### src/rtl/serial_cfg_store_pkg.sv
package serial_cfg_store_pkg;

  // Decode a rewind pin into an active flag for the selected polarity.
  function automatic logic rewind_active(input logic pin, input bit act_high);
    return act_high ? pin : ~pin;
  endfunction

  // Line state presented by the output stage.
  typedef enum logic [1:0] {
    LINE_OFF    = 2'd0,
    LINE_DRIVE  = 2'd1,
    LINE_HANDON = 2'd2
  } line_state_e;

endpackage

### src/rtl/cfg_addr_ctr.sv
module cfg_addr_ctr #(
  parameter int DEPTH  = 64,
  parameter int ADDR_W = (DEPTH > 1) ? $clog2(DEPTH) : 1
) (
  input  logic              clk,
  input  logic              por,
  input  logic              rewind,
  input  logic              ce_n,
  output logic [ADDR_W-1:0] addr,
  output logic              spent
);

  localparam logic [ADDR_W-1:0] LAST = ADDR_W'(DEPTH - 1);

  always_ff @(posedge clk) begin
    if (por || rewind) begin
      addr  <= '0;
      spent <= 1'b0;
    end else if (!ce_n && !spent) begin
      if (addr == LAST) begin
        spent <= 1'b1;
      end else begin
        addr <= addr + 1'b1;
      end
    end
  end

  a_r1_advance : assert property (@(posedge clk) disable iff (por)
    (!rewind && !ce_n && !spent && addr != LAST) |=> (addr == $past(addr) + 1'b1));

  a_r2_saturate : assert property (@(posedge clk) disable iff (por)
    (!rewind && spent) |=> (spent && $stable(addr)));

  a_r3_rewind : assert property (@(posedge clk) disable iff (por)
    rewind |=> (addr == '0 && !spent));

  a_r4_hold : assert property (@(posedge clk) disable iff (por)
    (!rewind && ce_n) |=> ($stable(addr) && $stable(spent)));

endmodule

### src/rtl/cfg_bit_rom.sv
module cfg_bit_rom #(
  parameter int              DEPTH     = 64,
  parameter int              ADDR_W    = (DEPTH > 1) ? $clog2(DEPTH) : 1,
  parameter logic [DEPTH-1:0] INIT_BITS = '0
) (
  input  logic [ADDR_W-1:0] addr,
  output logic              bit_o
);

  logic mem [DEPTH];

  for (genvar i = 0; i < DEPTH; i++) begin : g_cell
    assign mem[i] = INIT_BITS[i];
  end

  assign bit_o = mem[addr];

endmodule

### src/rtl/cfg_pin_ctl.sv
module cfg_pin_ctl
  import serial_cfg_store_pkg::*;
(
  input  logic clk,
  input  logic por,
  input  logic ce_n,
  input  logic rewind,
  input  logic spent,
  input  logic bit_i,
  output logic data_o,
  output logic data_oe,
  output logic ceo_n,
  output logic standby
);

  line_state_e line_st;

  always_comb begin
    if (ce_n || rewind) line_st = LINE_OFF;
    else if (spent)     line_st = LINE_HANDON;
    else                line_st = LINE_DRIVE;
  end

  assign data_oe = (line_st == LINE_DRIVE);
  assign data_o  = data_oe & bit_i;
  assign ceo_n   = (line_st != LINE_HANDON);
  assign standby = ce_n;

  a_r7_one_role : assert property (@(posedge clk) disable iff (por)
    !(data_oe && !ceo_n));

  a_r4_quiet : assert property (@(posedge clk) disable iff (por)
    ce_n |-> (!data_oe && ceo_n && standby));

  a_r3_quiet : assert property (@(posedge clk) disable iff (por)
    rewind |-> (!data_oe && ceo_n));

endmodule

### src/rtl/serial_cfg_store.sv
module serial_cfg_store
  import serial_cfg_store_pkg::*;
#(
  parameter int              DEPTH        = 64,
  parameter bit              RST_ACT_HIGH = 1'b1,
  parameter logic [DEPTH-1:0] INIT_BITS   = '0
) (
  input  logic cclk,
  input  logic por,
  input  logic ce_n,
  input  logic rst_oe,
  output logic data_o,
  output logic data_oe,
  output logic ceo_n,
  output logic standby
);

  localparam int ADDR_W = (DEPTH > 1) ? $clog2(DEPTH) : 1;

  logic              rewind;
  logic [ADDR_W-1:0] addr;
  logic              spent;
  logic              cur_bit;

  // polarity of the rewind pin
  assign rewind = rewind_active(rst_oe, RST_ACT_HIGH);

  cfg_addr_ctr #(.DEPTH(DEPTH), .ADDR_W(ADDR_W)) u_ctr (
    .clk    (cclk),
    .por    (por),
    .rewind (rewind),
    .ce_n   (ce_n),
    .addr   (addr),
    .spent  (spent)
  );

  cfg_bit_rom #(.DEPTH(DEPTH), .ADDR_W(ADDR_W), .INIT_BITS(INIT_BITS)) u_rom (
    .addr  (addr),
    .bit_o (cur_bit)
  );

  cfg_pin_ctl u_pins (
    .clk     (cclk),
    .por     (por),
    .ce_n    (ce_n),
    .rewind  (rewind),
    .spent   (spent),
    .bit_i   (cur_bit),
    .data_o  (data_o),
    .data_oe (data_oe),
    .ceo_n   (ceo_n),
    .standby (standby)
  );

  a_r9_por_clear : assert property (@(posedge cclk)
    por |=> (addr == '0 && !spent));

endmodule

### config.mk
export PLATFORM = sky130hd
export DESIGN_NAME = serial_cfg_store
export DESIGN_NICKNAME = d
export VERILOG_FILES = /design/src/rtl/serial_cfg_store_pkg.sv /design/src/rtl/cfg_addr_ctr.sv /design/src/rtl/cfg_bit_rom.sv /design/src/rtl/cfg_pin_ctl.sv /design/src/rtl/serial_cfg_store.sv
export SDC_FILE = /design/constraint.sdc
export NUM_CORES = 1
export LEC_CHECK = 0
export BUFFER_PORTS_ARGS = -buffer_cell sky130_fd_sc_hd__buf_2
export CAP_MARGIN = 40
export CORE_AREA = 2 2 39 41
export CTS_BUF_LIST = sky130_fd_sc_hd__clkbuf_4
export DETAILED_ROUTE_END_ITERATION = 8
export DIE_AREA = 0 0 41 43
export PLACE_DENSITY = 0.49
export SLEW_MARGIN = 5
export SYNTH_ARGS = -nofsm -noshare
export SYNTH_HDL_FRONTEND = slang
export SYNTH_SLANG_ARGS = --single-unit
### constraint.sdc
create_clock -name cclk -period 1.9 [get_ports cclk]
set_input_delay 0.095 -clock cclk [delete_from_list [all_inputs] [get_ports cclk]]
set_output_delay 0.095 -clock cclk [all_outputs]
set_load 0.005 [all_outputs]
Yosys cells after proc, flatten, opt, wreduce, memory -nomap -nowiden
Memories as Yosys holds them, arrays and structs flattened.
Cells that the tools add are included.
{ "totals": {"reg_bits": 7, "out_inout_bits": 4, "n_memories": 1, "input_bits": 4, "word_cells": 22, "rom_bits": 64} }
{ "mem_list": {"columns": ["memory", "words", "word_bits", "rd", "rd_clocked_by_memory_dff", "wr", "line_no", "text"], "rows": [
  ["(no name shown)", 64, 1, 1, 0, 0, "cfg_bit_rom.sv:16", "assign bit_o = mem[addr];"]
]} }
{ "op_classes": {"mux": 4, "bitwise_logic": 3, "n_reduce_logical": 7, "add_sub_neg": 1, "order_cmp": 1, "n_eq_ne": 3} }
{ "op_table": {"columns": ["operator", "n"], "rows": [
  ["$ge 7x7->1 const B", 1],
  ["$not 6->7", 1],
  ["$add 6x1->6 const B", 1],
  ["$eq 6x6->1 const B", 1],
  ["$mux 2", 2],
  ["$reduce_and 2->1", 2],
  ["$eq 2x1->1 const B", 1],
  ["$logic_not 1->1", 2],
  ["$logic_or 1x1->1", 2],
  ["$mux 1", 2],
  ["$ne 2x2->1 const B", 1],
  ["$and 1x1->1", 1],
  ["$logic_and 1x1->1", 1],
  ["$not 1->1", 1]
]} }

Depth between registers and ports, before layout
Gate-level depths: netlist (run 1).
{ "depth": {"depth_word": 5, "depth_mapped": 4, "depth_no_buf": 4} }

By module
Synthesis (run 1) repeated with hierarchy kept, for this count alone.
{ "hier_totals": {"cells_unflattened": 45, "hier_area_um2": 421.7} }
{ "by_module_without_submodules": {"columns": ["mod", "seq_area_each_um2", "cells_each", "area_each_um2", "n_inst"], "rows": [
  ["cfg_addr_ctr", 140.1, 39, 380.4, 1],
  ["cfg_pin_ctl", 0.0, 4, 30.0, 1],
  ["cfg_bit_rom", 0.0, 2, 11.3, 1]
]} }

Worst setup path after synthesis (run 1)
Ideal clock, no wire load.
{ "synth_path": {"path_kind": "register to register", "startpoint": "reg u_ctr.addr[0]", "endpoint": "reg u_ctr.addr[0]", "t_arrival_ns": 1.329, "synth_period_minus_slack_ns": 1.401, "path_slack_ns": 0.499, "required_time_ns": 1.828, "setup_time_ns": 0.072, "path_buffers": 0, "stages_incl_launch_ff": 5, "cell_sequence": "dfxtp_1 > ha_1 > and4_1 > a21boi_0 > mux2i_1"} }
{ "synth_between": {"elab_chain_len": 3, "elab_cells_between_ends": 4, "classes_between": "add/sub: 1; eq/ne: 1; bitwise: 1; reduce/logical: 1"} }
{ "synth_lines": {"columns": ["item", "line_no", "text"], "rows": [
  ["start, declared", "cfg_addr_ctr.sv:9", "output logic [ADDR_W-1:0] addr,"],
  ["start signal, assigned", "cfg_addr_ctr.sv:23", "addr <= addr + 1'b1;"],
  ["branches (longest 3 deep; another with $add 6x1->6)", null, null]
]} }
Parallel ways; which one is timed is not known.
A chain may end at the register's enable or synchronous reset.

Worst setup path after layout (run 1)
Ends and elaborated chain as after synthesis.

==> run metrics, run 1 <==
Area after DPL 420 sq um; CP Launch Type register; drt wl/cell 11.9 um; Initial Util between 20 and 30%; TritonCTS Buffers 3; multi-input logic area ~220 sq um; crit-path max cell delay 0.38 ns; CP Cell Sequence ha_1, and4_1, a21boi_0, mux2i_1; syn avg cell area 9.18 sq um; post-synth top area cell dfxtp_1; sequential standard cell area 140 sq um; gp weighted congestion 0.694; die width 41 um; fin util 32.5%; via-per-instance ratio about 5.4; Core Footprint approximately 1400 sq um; NumNets Final 56; port bufs 6; Post-synth ARST share 0%; post-synthesis cell type count 21; hold_ws 0.130 ns; Yosys top cell area share ~36%; CTS resizes 0; Fin. Hold Viols 0; Max Slew Vio Count 0; Critical-path top delay cell a21boi_0; FP Rows 14; worst path bufs/invs 0; post-CTS setup buffer count 0; first-pass GRT wire length 1150 um; Critical Path Sink Type register; crit-path max FO 5; TNS Setup 0 ns; Crit Path Class register to register; area added between synthesis and finish 16.9%; DRC marker count from the first detailed-route iteration 12; routed wl met3 79 um; placed insts between 60 and 70; synth top area cells dfxtp_1 (36%), nand4bb_4 (7.1%), o41ai_1 (6.8%), mux2i_1 (5.2%), nand2_1 (4.9%); drt total wl 783 um; Filler cells 148; Post-Route Skew 0.00166 ns; # DRC 0; Syn Nets 47; Worst Hold Class input port to register; Worst EP required 2.09 ns; Seq/Total Area, Yosys 36.4%; delay-heaviest family, CP compound AO/OA/AOI/OAI gates; layout cells sized above 1 24.0%; via count 359; # setup viols final 0; Yosys reg bits 7; H-Tree Depth 1; outcome complete, no violations; DIE AREA 1760 sq um; Top FF cell, synth dfxtp_1; clock transition at the registers of the reported paths 0.05 ns; clk sinks 7; CTS Hold Bufs 0; top layer used by detailed routing met4; Die Y 43 um; power per cell area about 730 nW/um^2; WL met2 308 um; worst vdd ir 0.272 mV; initial antenna violation count 0; fin crit share 82.5%; fin crit period around 1.6 ns; ANT nets after route 0; pin count of the biggest net entering global routing 8; final instance area 450 sq um; Mapped Area 385 sq um; max cap viols 0; global route overflow 0; n_diodes 0; clock buffer depth 2; Mapped Cells 42; number of synthesized flops with an enable pin 0; fmax 0.638 GHz; Metal-1 WL 374 um; drt pass-1 iters 4; Post-DP HPWL roughly 550 um; clock tree from TritonCTS done; # IOs 8; number of non-filler instances in the completed layout 66; Clock Latency Late Sink 0.26 ns; total track usage 10.3%; critical path arrival 1.76 ns; synth warn 0; Root Buffer clkbuf_4; unrepaired setup endpoints after global routing false; vias in the first global route 286; Leak Pwr 0.163 nW
## cells by family after synthesis
| group | Yosys count | synth area share (%) |
|---|---|---|
| compound gates | 10 | 19.8 |
| flops | 7 | 36.4 |
| buf+inv | 4 | 5.84 |
| other cells | 1 | 0.973 |
| mux | 2 | 5.20 |
| simple gates | 17 | 28.6 |
| fa+ha+maj | 1 | 3.25 |
## flip-flops by register name (all words and copies together) (netlist names)
signal / flops
u_ctr.spent: 1
u_ctr.addr: 6
## worst register-to-register path: stages, from the launching register on
cell	delay, ns
dfxtp_1	0.36
ha_1	0.27
and4_1	0.27
a21boi_0	0.38
mux2i_1	0.22
## Yosys cell counts, types with 2 or more instances
cell / n
dfxtp_1: 7
nand2_1: 5
nor2_1: 5
o41ai_1: 3
a21oi_1: 2
buf_4: 2
inv_1: 2
mux2i_1: 2
o311ai_0: 2
## cells in the final DEF, fill, tap and decap left out, drive strengths merged
master | Yosys | routed
o311ai | 2 | 2
a21boi | 1 | 1
inv | 2 | 2
and4 | 1 | 1
buf | 2 | 6
clkbuf | 0 | 4
a21oi | 2 | 2
or4 | 1 | 1
ha | 1 | 1
dfxtp | 7 | 7
nand2 | 5 | 5
nand4bb | 2 | 2
nor3 | 1 | 1
a31oi | 1 | 1
o41ai | 3 | 3
conb | 1 | 1
a311oi | 1 | 1
or3 | 1 | 1
nor2 | 5 | 5
mux2i | 2 | 2
or2 | 1 | 1
## power by group
group          switching, mW  leakage (nW)  internal [mW]
registers            0.00233        0.0565          0.148
clock network         0.0615        0.0184         0.0948
logic                 0.0122        0.0879        0.00973
total                 0.0761         0.163          0.253
## path summary, 6_finish.rpt
check,depth (start not counted),from,end,slack (ns)
worst min-delay path,3,por,u_ctr.addr[0]$_SDFFE_PP0P_,0.13
worst max-delay path,4,u_ctr.addr[0]$_SDFFE_PP0P_,u_ctr.addr[0]$_SDFFE_PP0P_,0.33
worst max register to register,4,u_ctr.addr[0]$_SDFFE_PP0P_,u_ctr.addr[0]$_SDFFE_PP0P_,0.33
worst min register to register,2,u_ctr.addr[5]$_SDFFE_PP0P_,u_ctr.addr[5]$_SDFFE_PP0P_,0.48
## metal layers
layer | track usage [%] | vias up
li1 | - | 174
met1 | 11.6 | 162
met2 | 12.5 | 20
met3 | 6.28 | 3
met4 | 9.33 | 0
met5 | 0 | -
## layout make-up
class	instances	area share, %
Sequential cell	7	31.1
Inverter	2	1.67
Clock buffer	4	6.67
Timing Repair Buffer	6	6.67
Multi-Input combinational cell	31	49.4
Tap cell	16	4.44
## stage by stage
step | worst slack, ns | power (mW)
floorplan | 0.499 | 0.168
global placement | 0.359 | 0.176
detailed placement | 0.366 | 0.176
CTS | 0.352 | 0.332
global route | 0.253 | 0.345
finish | 0.332 | 0.329
(Power assumes the default switching activity.)
==> inputs of run 2 (changes only) <==
--- a/config.mk
+++ b/config.mk
@@ -11,7 +11,7 @@
 export CTS_BUF_LIST = sky130_fd_sc_hd__clkbuf_4
 export DETAILED_ROUTE_END_ITERATION = 8
 export DIE_AREA = 0 0 41 43
-export PLACE_DENSITY = 0.49
+export PLACE_DENSITY = 0.5
 export SLEW_MARGIN = 5
 export SYNTH_ARGS = -nofsm -noshare
 export SYNTH_HDL_FRONTEND = slang
==> constraint.sdc (replaced) <==
create_clock -name cclk -period 1.3 [get_ports cclk]
set_input_delay 0.065 -clock cclk [delete_from_list [all_inputs] [get_ports cclk]]
set_output_delay 0.065 -clock cclk [all_outputs]
set_load 0.005 [all_outputs]
==> run 2 against run 1 <==
Sequential share of layout area is 3.9 points lower. Setup slack got worse by 0.29 ns. Utilization is 5.3 points higher. Clock-buffer cell count unchanged. Global-route usage grew 1.5 points. Clock skew grew 0.0025 ns. Non-clock buffer count grew 7. Sequential cell count stayed put. Critical path depth increased by 1. Via count rose by 0.84%. Combinational power rose by 89%. Sequential power up 46%. Largest power group unchanged. Highest routed layer unchanged.
==> run metrics, run 2 (same netlist as run 1, synthesis figures left out) <==
Filler cells 139 (was 148); Most flops, register u_ctr.addr (unchanged); critical path arrival 1.39 ns (was 1.76 ns); fin util 37.9% (was 32.5%); power per cell area 920 nW/um^2 (was 730 nW/um^2); global route overflow 0 (unchanged); total track usage 11.7% (was 10.3%); first-pass GRT wire length 1270 um (was 1150 um); max cap viols 0 (unchanged); H-Tree Depth 1 (unchanged); drt total wl 906 um (was 783 um); Worst Hold Class input port to register (unchanged); Die Y 43 um (unchanged); NumNets Final 63 (was 56); via count 362 (was 359); placed insts 67 (was 62); Critical Path Sink Type register (unchanged); ANT nets after route 0 (unchanged); DIE AREA 1760 sq um (unchanged); Leak Pwr 0.198 nW (was 0.163 nW); fin crit period 1.26 ns (was 1.57 ns); layout cells sized above 1 40.4% (was 24.0%); worst hold stages 3 (unchanged); crit-path max FO 3 (was 5); DRC marker count from the first detailed-route iteration 8 (was 12); drt pass-1 iters 4 (unchanged); Fin. Hold Viols 0 (unchanged); CP Launch Type register (unchanged); area added between synthesis and finish 36.0% (was 16.9%); unrepaired setup endpoints after global routing true (was false); largest registers u_ctr.addr: 6 flops, u_ctr.spent: 1 flops (unchanged); Root Buffer clkbuf_4 (unchanged); vias in the first global route 313 (was 286); clock transition at the registers of the reported paths 0.05 ns (about the same); Initial Util 27.8% (unchanged); # IOs 8 (unchanged); pin count of the biggest net entering global routing 8 (unchanged); number of non-filler instances in the completed layout 73 (was 66); die width 41 um (unchanged); Crit Path Class register to register (unchanged); n_diodes 0 (unchanged); via-per-instance ratio 4.96 (was 5.44); # DRC 0 (unchanged); # setup viols final 0 (unchanged); clock buffer depth 2 (unchanged); fin crit share 96.7% (was 82.5%); FP Rows 14 (unchanged); Max Slew Vio Count 0 (unchanged); Post-DP HPWL 603 um (was 549 um); r2r startpoint u_ctr.addr[1]$_SDFFE_PP0P_ (was u_ctr.addr[0]$_SDFFE_PP0P_); Worst EP required 1.43 ns (was 2.09 ns); Clock Latency Late Sink 0.26 ns (about the same); fmax 0.795 GHz (was 0.638 GHz); worst hold start por (unchanged); overall power 483 uW (was 329 uW); outcome complete, no violations (unchanged); Worst R2R Path Depth 5 (was 4); initial antenna violation count 0 (unchanged); TritonCTS Buffers 3 (unchanged); Setup crit start u_ctr.addr[1]$_SDFFE_PP0P_ (was u_ctr.addr[0]$_SDFFE_PP0P_); port bufs 6 (unchanged); sequential standard cell area 143 sq um (was 140 sq um); clock tree from TritonCTS done (unchanged); clk sinks 7 (unchanged); worst vdd ir 0.424 mV (was 0.272 mV); Largest register FFs 6 (unchanged); Core Footprint 1380 sq um (unchanged); drt wl/cell 12.4 um (was 11.9 um); most frequent cells in the layout buf_2 (6), buf_4 (6), nor2_1 (5), nand2_1 (5), dfxtp_1 (5) (was dfxtp_1 (7), buf_2 (6), nor2_1 (5), nand2_1 (5), clkbuf_4 (4)); multi-input logic area 238 sq um (was 223 sq um); Post-Route Skew 0.00416 ns (was 0.00166 ns); gp weighted congestion 0.711 (was 0.694)
## run 2: cell count changes in the layout (fill, tap and decap cells not counted)
| cell | change |
|---|---|
| o311ai_1 | +2 |
| and4_4 | +1 |
| dfxtp_2 | +2 |
| buf_4 | +6 |
| buf_6 | +1 |
| a21boi_0 | -1 |
| ha_4 | +1 |
| a21boi_1 | +1 |
| and4_1 | -1 |
| dfxtp_1 | -2 |
| o311ai_0 | -2 |
| ha_1 | -1 |
## run 2: through the flow
stage	worst slack (ns)	TNS, ns	hold WS [ns]	area [sq um]
2_1_floorplan	-0.0583	-0.143	0.160	385
3_3_place_gp	-0.0185	-0.0391	0.384	458
3_5_place_dp	-0.0643	-0.0982	0.385	458
4_1_cts	0.0330	0	0.112	490
5_1_grt	-0.0342	-0.0342	0.132	524
6_report	0.0424	0	0.107	524
## run 2: final timing paths
kind / to / slack (ns)
hold reg to reg: u_ctr.addr[5]$_SDFFE_PP0P_ / 0.48
hold / removal: u_ctr.addr[0]$_SDFFE_PP0P_ / 0.11
setup reg to reg: u_ctr.addr[4]$_SDFFE_PP0P_ / 0.04
setup / recovery: u_ctr.addr[4]$_SDFFE_PP0P_ / 0.04
## run 2: cell type report
cell class | count | area share [%]
Tap cell | 16 | 3.82
Multi-Input combinational cell | 31 | 45.3
Timing Repair Buffer | 13 | 16.5
Clock buffer | 4 | 5.73
Sequential cell | 7 | 27.2
Inverter | 2 | 1.43
## run 2: worst max-delay path, cell delays in order (launching register included)
cell and delay [ns]:
dfxtp_2 0.35, ha_4 0.15, buf_6 0.10, nand4bb_1 0.13, o311ai_1 0.30, o41ai_1 0.11
## run 2: per-layer routing
layer	vias up	wire length, um	GRT usage, %
met3	4	29	3.14
met5	-	0	0
met1	163	405	12.8
met2	6	432	15.6
li1	189	-	-
met4	0	38	14.0
## run 2: what timing repair did
| action | in CTS | in global routing |
|---|---|---|
| setup buffers | 0 | 2 |
| pin swaps | 0 | 2 |
| hold buffers | 0 | 0 |
| resized for setup | 4 | 5 |
| endpoints found under the setup margin | 3 | 4 |
## run 2: power by group
part           leakage [nW]  total (mW)  internal, mW  switching (mW)
clock                0.0184       0.222         0.138          0.0834
combinational         0.122      0.0414        0.0202          0.0213
sequential           0.0574       0.220         0.217         0.00210
==> inputs of run 3 (changes only) <==
--- a/config.mk
+++ b/config.mk
@@ -8,10 +8,9 @@
 export BUFFER_PORTS_ARGS = -buffer_cell sky130_fd_sc_hd__buf_2
 export CAP_MARGIN = 40
 export CORE_AREA = 2 2 39 41
-export CTS_BUF_LIST = sky130_fd_sc_hd__clkbuf_4
+export CTS_BUF_LIST = sky130_fd_sc_hd__clkbuf_16
 export DETAILED_ROUTE_END_ITERATION = 8
 export DIE_AREA = 0 0 41 43
-export PLACE_DENSITY = 0.5
 export SLEW_MARGIN = 5
 export SYNTH_ARGS = -nofsm -noshare
 export SYNTH_HDL_FRONTEND = slang
==> run 3 against run 2 <==
Critical endpoint unchanged. Combinational power increased by 1%. First-iteration DRC count decreased by 100%. Highest routed layer unchanged. Critical path type unchanged. Largest power group unchanged. Hold slack improved by 0.021 ns. Largest cell class unchanged.
==> run metrics, run 3 (same netlist as run 1, synthesis figures left out) <==
sequential standard cell area 148 sq um (was 143 sq um); met3 usage 3.14% (unchanged); delay-heaviest family, CP compound AO/OA/AOI/OAI gates (unchanged); Leak Pwr 0.218 nW (was 0.198 nW); vias in the first global route 280 (was 313); Core Footprint 1380 sq um (unchanged); first-pass GRT wire length 1150 um (was 1270 um); global route overflow 0 (unchanged); max cap viols 0 (unchanged); die width 41 um (unchanged); met2 Resource Use GR 12.8% (was 15.6%); clock buffer depth 2 (unchanged); M1 GR Usage 12.8% (unchanged); Clock Latency Late Sink 0.23 ns (was 0.26 ns); n_diodes 0 (unchanged); Critical Path Sink Type register (unchanged); Worst R2R Path Depth 5 (unchanged); initial antenna violation count 0 (unchanged); final instance area 613 sq um (was 524 sq um); fmax 0.776 GHz (was 0.795 GHz); worst hold stages 3 (unchanged); GR peak layer met1 (was met2); # DRC 0 (unchanged); ANT nets after route 0 (unchanged); Crit Path Class register to register (unchanged); via count 360 (was 362); fin util 44.3% (was 37.9%); drt pass-1 iters 1 (was 4); TNS Setup 0 ns (unchanged); multi-input logic area 303 sq um (was 238 sq um); TritonCTS Buffers 3 (unchanged); Largest register FFs 6 (unchanged); Worst Hold Class input port to register (unchanged); total track usage 10.5% (was 11.7%); CTS Hold Bufs 0 (unchanged); port bufs 6 (unchanged); fin crit period 1.29 ns (was 1.26 ns); fin crit share 99.1% (was 96.7%); critical path arrival 1.39 ns (about the same); largest registers u_ctr.addr: 6 flops, u_ctr.spent: 1 flops (unchanged); CP Cell Sequence ha_4, buf_6, nand4bb_4, o311ai_2, o41ai_2 (was ha_4, buf_6, nand4bb_1, o311ai_1, o41ai_1); gp weighted congestion 0.695 (was 0.711); worst hold start por (unchanged); placed insts 64 (was 67); # IOs 8 (unchanged); outcome complete, no violations (unchanged); FP Rows 14 (unchanged); area added between synthesis and finish 59.1% (was 36.0%); drt wl/cell 14.9 um (was 12.4 um); clock tree from TritonCTS done (unchanged); power per cell area 1270 nW/um^2 (was 920 nW/um^2); H-Tree Depth 1 (unchanged); Most flops, register u_ctr.addr (unchanged); Die Y 43 um (unchanged); Max Slew Vio Count 0 (unchanged); r2r startpoint u_ctr.addr[1]$_SDFFE_PP0P_ (unchanged); WHS Endpoint u_ctr.addr[0]$_SDFFE_PP0P_ (unchanged); Fin. Hold Viols 0 (unchanged); via-per-instance ratio 5.22 (was 4.96); DRC marker count from the first detailed-route iteration 0 (was 8); Filler cells 131 (was 139); pin count of the biggest net entering global routing 8 (unchanged); commonest non-fill, non-tap cell in the layout buf_2; Area after DPL 435 sq um (was 458 sq um); clk sinks 7 (unchanged); number of non-filler instances in the completed layout 69 (was 73); CP Launch Type register (unchanged); Post-Route Skew 0.00162 ns (was 0.00416 ns); RR Endpoint u_ctr.addr[4]$_SDFFE_PP0P_ (unchanged); R2R setup slack 0.01 ns (was 0.04 ns); Root Buffer clkbuf_16 (was clkbuf_4); crit-path max cell delay 0.37 ns (was 0.35 ns); clock transition at the registers of the reported paths 0.04 ns (was 0.05 ns); DIE AREA 1760 sq um (unchanged); hold_ws 0.128 ns (was 0.107 ns); layout cells sized above 1 54.7% (was 40.4%); # setup viols final 0 (unchanged); NumNets Final 59 (was 63); drt total wl 1030 um (was 906 um); worst vdd ir 0.458 mV (was 0.424 mV); crit-path max FO 4 (was 3); Initial Util 27.8% (unchanged); Worst EP required 1.40 ns (was 1.43 ns); Post-DP HPWL 572 um (was 603 um); most frequent cells in the layout buf_2 (6), nor2_1 (5), nand2_1 (5) (was buf_2 (6), buf_4 (6), nor2_1 (5), nand2_1 (5), dfxtp_1 (5)); Critical-path top delay cell dfxtp_4 (was dfxtp_2); worst path bufs/invs 1 (unchanged)
run 3: what timing repair did:
action | 4_1_cts | 5_1_grt
setup endpoints to repair | 4 | 6
gates cloned | 0 | 0
endpoints found under the hold margin | 0 | 0
resized for setup | 3 | 19
buffers inserted | 0 | 1
pin swaps | 0 | 2
run 3: worst min-delay path: stages:
cell     delay (ns)
buf_2          0.09
or3_1          0.09
mux2i_1        0.06
run 3: report_power, final:
part	switching [mW]	internal, mW	total (mW)
clock	0.118	0.400	0.518
sequential	0.00285	0.217	0.220
combinational	0.0218	0.0201	0.0420
run 3: how the worst max path moves through the flow:
stage,startpoint,endpoint,slack [ns],cells past startpoint
after floorplan,u_ctr.addr[0]$_SDFFE_PP0P_,u_ctr.addr[3]$_SDFFE_PP0P_,-0.06,4
after global placement,u_ctr.addr[1]$_SDFFE_PP0P_,u_ctr.addr[4]$_SDFFE_PP0P_,-0.05,4
after detailed placement,u_ctr.addr[1]$_SDFFE_PP0P_,u_ctr.addr[4]$_SDFFE_PP0P_,-0.07,4
after CTS,u_ctr.addr[1]$_SDFFE_PP0P_,u_ctr.addr[4]$_SDFFE_PP0P_,-0.02,4
after global routing,u_ctr.addr[1]$_SDFFE_PP0P_,u_ctr.addr[4]$_SDFFE_PP0P_,-0.04,5
final,u_ctr.addr[1]$_SDFFE_PP0P_,u_ctr.addr[4]$_SDFFE_PP0P_,0.01,5
run 3: layout make-up:
type                    instances  share of cell area, %
repair buffers                  9                   9.18
well taps                      16                   3.27
clock inverters                 1                  0.612
clock buffers                   3                   12.2
inverters                       2                   1.22
multi-input cells              31                   49.4
flip-flops and latches          7                   24.1
run 3: layer usage:
layer  up-vias  routed length, um  part of all wire [%]
met5         -                  0                     0
met4         0                 22                   2.1
met3         2                  4                  0.39
met2         2                538                    52
met1       175                465                    45
li1        181                  -                     -
run 3: through the flow:
stage	setup WS, ns	power, mW
2_1_floorplan	-0.0583	0.246
4_1_cts	-0.0167	0.786
3_5_place_dp	-0.0713	0.259
3_3_place_gp	-0.0485	0.259
5_1_grt	-0.0375	0.810
6_report	0.0111	0.780
